--- config.mk ---
export PLATFORM = sky130hd
export DESIGN_NAME = ctg_commit_tracker
export DESIGN_NICKNAME = d
export VERILOG_FILES = /design/src/rtl/ctg_pkg.sv /design/src/rtl/ctg_age_matrix.sv /design/src/rtl/ctg_grant_select.sv /design/src/rtl/ctg_squash_scan.sv /design/src/rtl/ctg_commit_tracker.sv
export SDC_FILE = /design/constraint.sdc
export NUM_CORES = 1
export LEC_CHECK = 0
export BUFFER_PORTS_ARGS = -buffer_cell sky130_fd_sc_hd__buf_2
export CORE_MARGIN = 3
export CORE_UTILIZATION = 30
export CTS_BUF_LIST = sky130_fd_sc_hd__clkbuf_4
export CTS_CLUSTER_SIZE = 28
export DETAILED_ROUTE_END_ITERATION = 10
export PLACE_DENSITY = 0.43
export SLEW_MARGIN = 20
export SYNTH_ARGS = -nofsm -noshare
export SYNTH_HDL_FRONTEND = slang
export SYNTH_SLANG_ARGS = --single-unit
--- constraint.sdc ---
create_clock -name clk -period 6.4 [get_ports clk]
set_input_delay 0.64 -clock clk [delete_from_list [all_inputs] [get_ports clk]]
set_output_delay 0.64 -clock clk [all_outputs]
set_load 0.1 [all_outputs]
--- src/rtl/ctg_pkg.sv ---
package ctg_pkg;
  // per-entry status held by the tracker
  typedef struct packed {
    logic vld;
    logic done;
    logic spec;
  } ctg_ent_t;
endpackage

--- src/rtl/ctg_age_matrix.sv ---
module ctg_age_matrix #(
  parameter int N      = 8,
  parameter int DISP_W = 2,
  localparam int IDX_W = $clog2(N)
) (
  input  logic                      clk,
  input  logic                      rst,
  input  logic [N-1:0]              base_vld,
  input  logic [DISP_W-1:0]         disp_en,
  input  logic [DISP_W*IDX_W-1:0]   disp_idx,
  output logic [N-1:0][N-1:0]       row
);
  logic [N-1:0][N-1:0] mat_q, mat_n;
  logic [N-1:0]        acc;
  logic [IDX_W-1:0]    d_sel;

  // rows: bit j set means j older than this entry
  always_comb begin
    mat_n = mat_q;
    acc   = base_vld;
    d_sel = '0;
    for (int s = 0; s < DISP_W; s++) begin
      if (disp_en[s]) begin
        d_sel = disp_idx[s*IDX_W +: IDX_W];
        for (int r = 0; r < N; r++) mat_n[r][d_sel] = 1'b0;
        mat_n[d_sel]        = acc;
        mat_n[d_sel][d_sel] = 1'b0;
        acc[d_sel]          = 1'b1;
      end
    end
  end

  always_ff @(posedge clk) begin
    if (rst) mat_q <= '0;
    else     mat_q <= mat_n;
  end

  assign row = mat_q;
endmodule

--- src/rtl/ctg_grant_select.sv ---
module ctg_grant_select #(
  parameter int N     = 8,
  parameter int CMT_W = 2
) (
  input  logic [N-1:0][N-1:0] row,
  input  logic [N-1:0]        vld,
  input  logic [N-1:0]        done,
  input  logic [N-1:0]        spec,
  input  logic [N-1:0]        block,
  output logic [N-1:0]        grant
);
  logic [N-1:0] elig;
  int unsigned  cnt;

  always_comb begin
    for (int i = 0; i < N; i++)
      elig[i] = vld[i] & done[i] & ~spec[i] & ~block[i] & ~|(row[i] & spec);
  end

  always_comb begin
    grant = '0;
    cnt   = 0;
    for (int i = 0; i < N; i++) begin
      if (elig[i] && cnt < CMT_W) begin
        grant[i] = 1'b1;
        cnt      = cnt + 1;
      end
    end
  end
endmodule

--- src/rtl/ctg_squash_scan.sv ---
module ctg_squash_scan #(
  parameter int N = 8,
  localparam int IDX_W = $clog2(N)
) (
  input  logic [N-1:0][N-1:0] row,
  input  logic [N-1:0]        vld,
  input  logic                sq_vld,
  input  logic [IDX_W-1:0]    sq_idx,
  input  logic                sq_self,
  output logic [N-1:0]        kill,
  output logic [N-1:0]        oldest
);
  always_comb begin
    kill = '0;
    if (sq_vld) begin
      for (int r = 0; r < N; r++) kill[r] = row[r][sq_idx] & vld[r];
      if (sq_self) kill[sq_idx] = vld[sq_idx];
    end
  end

  always_comb begin
    for (int i = 0; i < N; i++) oldest[i] = vld[i] & ~|(row[i] & vld);
  end
endmodule

--- src/rtl/ctg_commit_tracker.sv ---
module ctg_commit_tracker #(
  parameter int N      = 8,
  parameter int DISP_W = 2,
  parameter int SAFE_W = 2,
  parameter int DONE_W = 2,
  parameter int CMT_W  = 2,
  localparam int IDX_W = $clog2(N)
) (
  input  logic                    clk,
  input  logic                    rst,
  input  logic [DISP_W-1:0]       disp_vld,
  input  logic [DISP_W*IDX_W-1:0] disp_idx,
  input  logic [DISP_W-1:0]       disp_spec,
  input  logic [SAFE_W-1:0]       safe_vld,
  input  logic [SAFE_W*IDX_W-1:0] safe_idx,
  input  logic [DONE_W-1:0]       done_vld,
  input  logic [DONE_W*IDX_W-1:0] done_idx,
  input  logic                    sq_vld,
  input  logic [IDX_W-1:0]        sq_idx,
  input  logic                    sq_self,
  output logic [N-1:0]            commit_grant,
  output logic [N-1:0]            oldest_oh,
  output logic [N-1:0]            kill_mask
);
  import ctg_pkg::*;

  ctg_ent_t ent_q [N];
  ctg_ent_t ent_n [N];

  logic [N-1:0]        vld_v, done_v, spec_v;
  logic [N-1:0]        dset, dspec, sset, cset;
  logic [N-1:0]        grant_c, kill_c, oldest_c;
  logic [DISP_W-1:0]   disp_en;
  logic [N-1:0][N-1:0] row;

  always_comb begin
    for (int i = 0; i < N; i++) begin
      vld_v[i]  = ent_q[i].vld;
      done_v[i] = ent_q[i].done;
      spec_v[i] = ent_q[i].spec;
    end
  end

  // dispatch is dropped in a squash cycle
  assign disp_en = disp_vld & {DISP_W{~sq_vld}};

  always_comb begin
    dset = '0; dspec = '0; sset = '0; cset = '0;
    for (int s = 0; s < DISP_W; s++) begin
      if (disp_en[s]) begin
        dset[disp_idx[s*IDX_W +: IDX_W]]  = 1'b1;
        dspec[disp_idx[s*IDX_W +: IDX_W]] = disp_spec[s];
      end
    end
    for (int s = 0; s < SAFE_W; s++)
      if (safe_vld[s]) sset[safe_idx[s*IDX_W +: IDX_W]] = 1'b1;
    for (int s = 0; s < DONE_W; s++)
      if (done_vld[s]) cset[done_idx[s*IDX_W +: IDX_W]] = 1'b1;
  end

  ctg_age_matrix #(.N(N), .DISP_W(DISP_W)) age_i (
    .clk(clk), .rst(rst),
    .base_vld(vld_v & ~grant_c),
    .disp_en(disp_en), .disp_idx(disp_idx),
    .row(row)
  );

  ctg_squash_scan #(.N(N)) scan_i (
    .row(row), .vld(vld_v),
    .sq_vld(sq_vld), .sq_idx(sq_idx), .sq_self(sq_self),
    .kill(kill_c), .oldest(oldest_c)
  );

  ctg_grant_select #(.N(N), .CMT_W(CMT_W)) sel_i (
    .row(row), .vld(vld_v), .done(done_v), .spec(spec_v),
    .block(kill_c), .grant(grant_c)
  );

  always_comb begin
    for (int i = 0; i < N; i++) begin
      ent_n[i].vld  = (ent_q[i].vld & ~(grant_c[i] | kill_c[i])) | dset[i];
      ent_n[i].done = (ent_q[i].done | (cset[i] & ent_q[i].vld))
                      & ~(grant_c[i] | kill_c[i]) & ~dset[i];
      ent_n[i].spec = (ent_q[i].spec & ~sset[i] & ~(grant_c[i] | kill_c[i]))
                      | dspec[i];
    end
  end

  always_ff @(posedge clk) begin
    if (rst) begin
      for (int i = 0; i < N; i++) ent_q[i] <= '0;
      commit_grant <= '0;
      oldest_oh    <= '0;
      kill_mask    <= '0;
    end else begin
      for (int i = 0; i < N; i++) ent_q[i] <= ent_n[i];
      commit_grant <= grant_c;
      oldest_oh    <= oldest_c;
      kill_mask    <= kill_c;
    end
  end

  // assertions
  p_grant_cap_r4: assert property (@(posedge clk) disable iff (rst)
    $countones(commit_grant) <= CMT_W);

  p_oldest_onehot_r7: assert property (@(posedge clk) disable iff (rst)
    $onehot0(oldest_oh));

  p_retired_gone_r5: assert property (@(posedge clk) disable iff (rst)
    (commit_grant & vld_v) == '0);

  p_killed_gone_r8: assert property (@(posedge clk) disable iff (rst)
    (kill_mask & vld_v) == '0);

  p_kill_not_granted_r9: assert property (@(posedge clk) disable iff (rst)
    (commit_grant & kill_mask) == '0);

  p_no_disp_on_squash_r10: assert property (@(posedge clk) disable iff (rst)
    $past(sq_vld) && !$past(rst) |-> (vld_v & ~$past(vld_v)) == '0);
endmodule

==> results.yml <==
routing:
  vias: 7811
  firstDrtPassIters: 7
  avgViaCountPerCell: 6.24
  drt_iter0_markers: 1273
  drc: 0
  ant_nets: 0
  post_drt_wl_per_cell_um: 27.9
  wirelength_um: 34800
yosys:
  synth_top_family_by_area: "compound AO/OA/AOI/OAI gates"
  synth_xor_area_frac: 0.00618
  ys_seq_area_frac: 0.316
  synthAdderAreaFrac: 0.0101
  synth-edff-count: 0
  synth_compound_area_frac: 0.298
  synthesis.instances: 906
  yosys.area_share.simple: 0.270
  synth.mux.area_fraction: 0.0468
  syn_avg_cell_area_um2: 7.83
  yosysUniqueCellTypes: 79
  yosysWarnings: 0
  syn_nets: 943
  syn_area_um2: 7090
  synthArstFlopShare: 0
  ys_ff_latch: 112
  dominantRegCellSynth: "dfxtp_1"
placed_design:
  dpl_worst_slack_ns: 0.315
  post_dp_cell_area_um2: 7690
  gp_congestion: 0.942
  place_hpwl_um: 26000
  port_buffers: 56
sta:
  final.setup.tns_ns: 0
  fin_skew_ns: 0.0273
  fin_hold_ws_ns: 0.468
  min_period_over_period: 0.880
  min_period_ns: 5.63
  max_freq_mhz: 178
  worst_pin_slew_ns: 1.14
  rsz0062_at_grt: "no"
  slew_headroom: 0.240
  finalHoldViolations: 0
  setup_viol: 0
  slew_viol_final: 0
  worst_slack_ns: 0.770
finish:
  final_common_cell: "dfxtp_1"
  post-route-util: 0.341
  final_nets: 968
  area_delta_synth_final_pct: 10.2
  post-route-cell-area_um2: 7820
  layout-drive-gt1-share: 0.155
  final_cell_mix: "112 x dfxtp_1, 100 x nand2_1, 88 x nor2_1, 56 x buf_2, 50 x a21oi_1"
global_route:
  grt_start_max_net_pins: 39
  grt_pass1_vias: 7294
  antenna_found_initial: 2
  grt-ovfl-total: 0
  grt_pass1_wl_um: 50800
  grt_usage: 0.266
floorplan:
  die_x_um: 160
  dieArea_um2: 25500
  row_count: 55
  die_h_um: 160
  coreArea_um2: 22900
  initial_core_util: 0.309
  io_pins: 57
setup_path:
  crit_path_end_kind: "flop"
  worstPathMaxFanout: 18
  worstReg2RegEnd: "age_i.row[31]"
  reg2reg_slack_ns: 0.82
  setup.worst_path.class: "in2reg"
  critPathArrivalTime_ns: 6.06
  reg2reg_depth: 24
  reg2reg_from: "ent_q[1][2]"
  cp-start-kind: "input pin"
  crit_required_ns: 6.83
  worstSetupEndpoint: "age_i.row[31]"
  cp-startpoint: "sq_idx[2]"
power:
  powerDensity_nw_per_um2: 166
  leakagePower_nw: 2.77
  ir_drop_uv: 74.0
flow_run:
  cap_viol_max_count: 0
clocking:
  clockBufferDepth: 2
  cts_resized: 0
  cts.sinks: 112
  ctsHoldBuffers: 0
  cts_tree: "done"
  clk_pin_slew_ns: 0.19
  htree_num_levels: 3
  clk_root_buffer_cell: "clkbuf_4"
  cts_setup_buffers: 0
  cts_buffers: 9
  insertion_delay_ns: 0.51
min_path:
  hold_path.class: "in2reg"
outcome:
  outcome: "finished, final reports clean"
## through the flow
stage          cells  total power [mW]
2_1_floorplan    906             0.865
3_3_place_gp    1233             0.955
3_5_place_dp    1233             0.952
4_1_cts         1249              1.30
5_1_grt         1251              1.34
6_report        1251              1.30
## sequential cells by signal, summed over array words and instances, names as in the netlist
signal / count
oldest_oh: 8
age_i.row: 64
ent_q: 24
kill_mask: 8
commit_grant: 8
## area by class of cell
class	count	area, µm²
Antenna cell	2	5.00
Sequential cell	112	2240
Fill cell	2512	15100
Timing Repair Buffer	90	536
Clock inverter	6	41.3
Inverter	12	45.0
Tap cell	313	392
Multi-Input combinational cell	706	4480
Clock buffer	10	75.1
## synthesized netlist by cell type, types with 5 or more instances
| cell type | n | area (µm²) |
|---|---|---|
| nor3b_1 | 6 | 45.0 |
| a221oi_1 | 25 | 219 |
| mux2i_1 | 17 | 170 |
| dfxtp_1 | 112 | 2240 |
| mux2_2 | 7 | 78.8 |
| buf_1 | 8 | 30.0 |
| nand3b_1 | 9 | 67.6 |
| a222oi_1 | 16 | 160 |
| clkbuf_1 | 53 | 199 |
| a32oi_1 | 8 | 70.1 |
| buf_2 | 9 | 45.0 |
| nand4_1 | 7 | 43.8 |
| nand2b_1 | 25 | 156 |
| nor2_1 | 90 | 338 |
| nand4b_1 | 5 | 43.8 |
| nand2_1 | 100 | 375 |
| a31oi_1 | 15 | 93.8 |
| nor3_1 | 26 | 130 |
| nor4_1 | 9 | 56.3 |
| a2bb2oi_1 | 5 | 43.8 |
| nor2b_1 | 14 | 87.6 |
| or2_2 | 6 | 37.5 |
| and2_1 | 7 | 43.8 |
| a211oi_1 | 15 | 113 |
| o22ai_1 | 16 | 100 |
| a22oi_1 | 35 | 263 |
| nor4b_1 | 12 | 105 |
| and3_1 | 9 | 56.3 |
| a21oi_1 | 50 | 250 |
| o21ai_0 | 48 | 240 |
| inv_1 | 12 | 45.0 |
| a22o_1 | 7 | 61.3 |
| nand3_1 | 39 | 195 |
## critical path: stages
cell and delay, ns:
buf_2 0.30, nor2b_1 0.23, a22o_1 0.27, or2_2 0.21, nor4_1 0.06, o21ai_0 0.22, nand2_1 0.16, inv_1 0.13
ha_1 0.27, nor4_1 0.09, buf_4 0.19, fa_1 0.36, nor4b_1 0.25, nand3_1 0.28, a311oi_2 0.42, xnor2_1 0.16
buf_4 0.16, a21oi_1 0.06, a31o_2 0.22, ha_1 0.27, nor2_1 0.05, o2111a_1 0.23, o31ai_2 0.13, nand2_1 0.35
a221oi_1 0.34
## kinds of logic after synthesis
kind of cell,after synthesis
XOR/XNOR,5
adder cells (fa/ha/maj),5
multiplexers,28
buffers and inverters,88
AO/OA/AOI/OAI,288
AND/OR/NAND/NOR,380
flip-flops,112
## worst min-delay path by stage
stage / start / to / slack [ns] / cells after the start
2_1_floorplan: age_i.row[27] / oldest_oh[3] / 0.41 / 1
3_3_place_gp: age_i.row[45] / oldest_oh[5] / 0.45 / 1
3_5_place_dp: age_i.row[45] / oldest_oh[5] / 0.45 / 1
4_1_cts: disp_spec[1] / ent_q[1][0] / 0.44 / 3
5_1_grt: disp_spec[1] / ent_q[1][0] / 0.44 / 3
6_report: disp_spec[1] / ent_q[1][0] / 0.47 / 3
## report_power, final
part | switching, mW | total (mW) | internal (mW)
Sequential | 0.0188 | 0.729 | 0.710
Combinational | 0.156 | 0.217 | 0.0605
Clock | 0.266 | 0.352 | 0.0862
Total | 0.441 | 1.30 | 0.856
## metal layers
layer  routed length, µm  up-vias  global-route usage
met2               15200      459               0.408
li1                    -     3481                   -
met4                 953        0              0.0768
met5                   0        -                   0
met3                3730       50              0.0820
met1               15000     3821               0.359
Note: power is estimated with default switching activity, not from simulation.
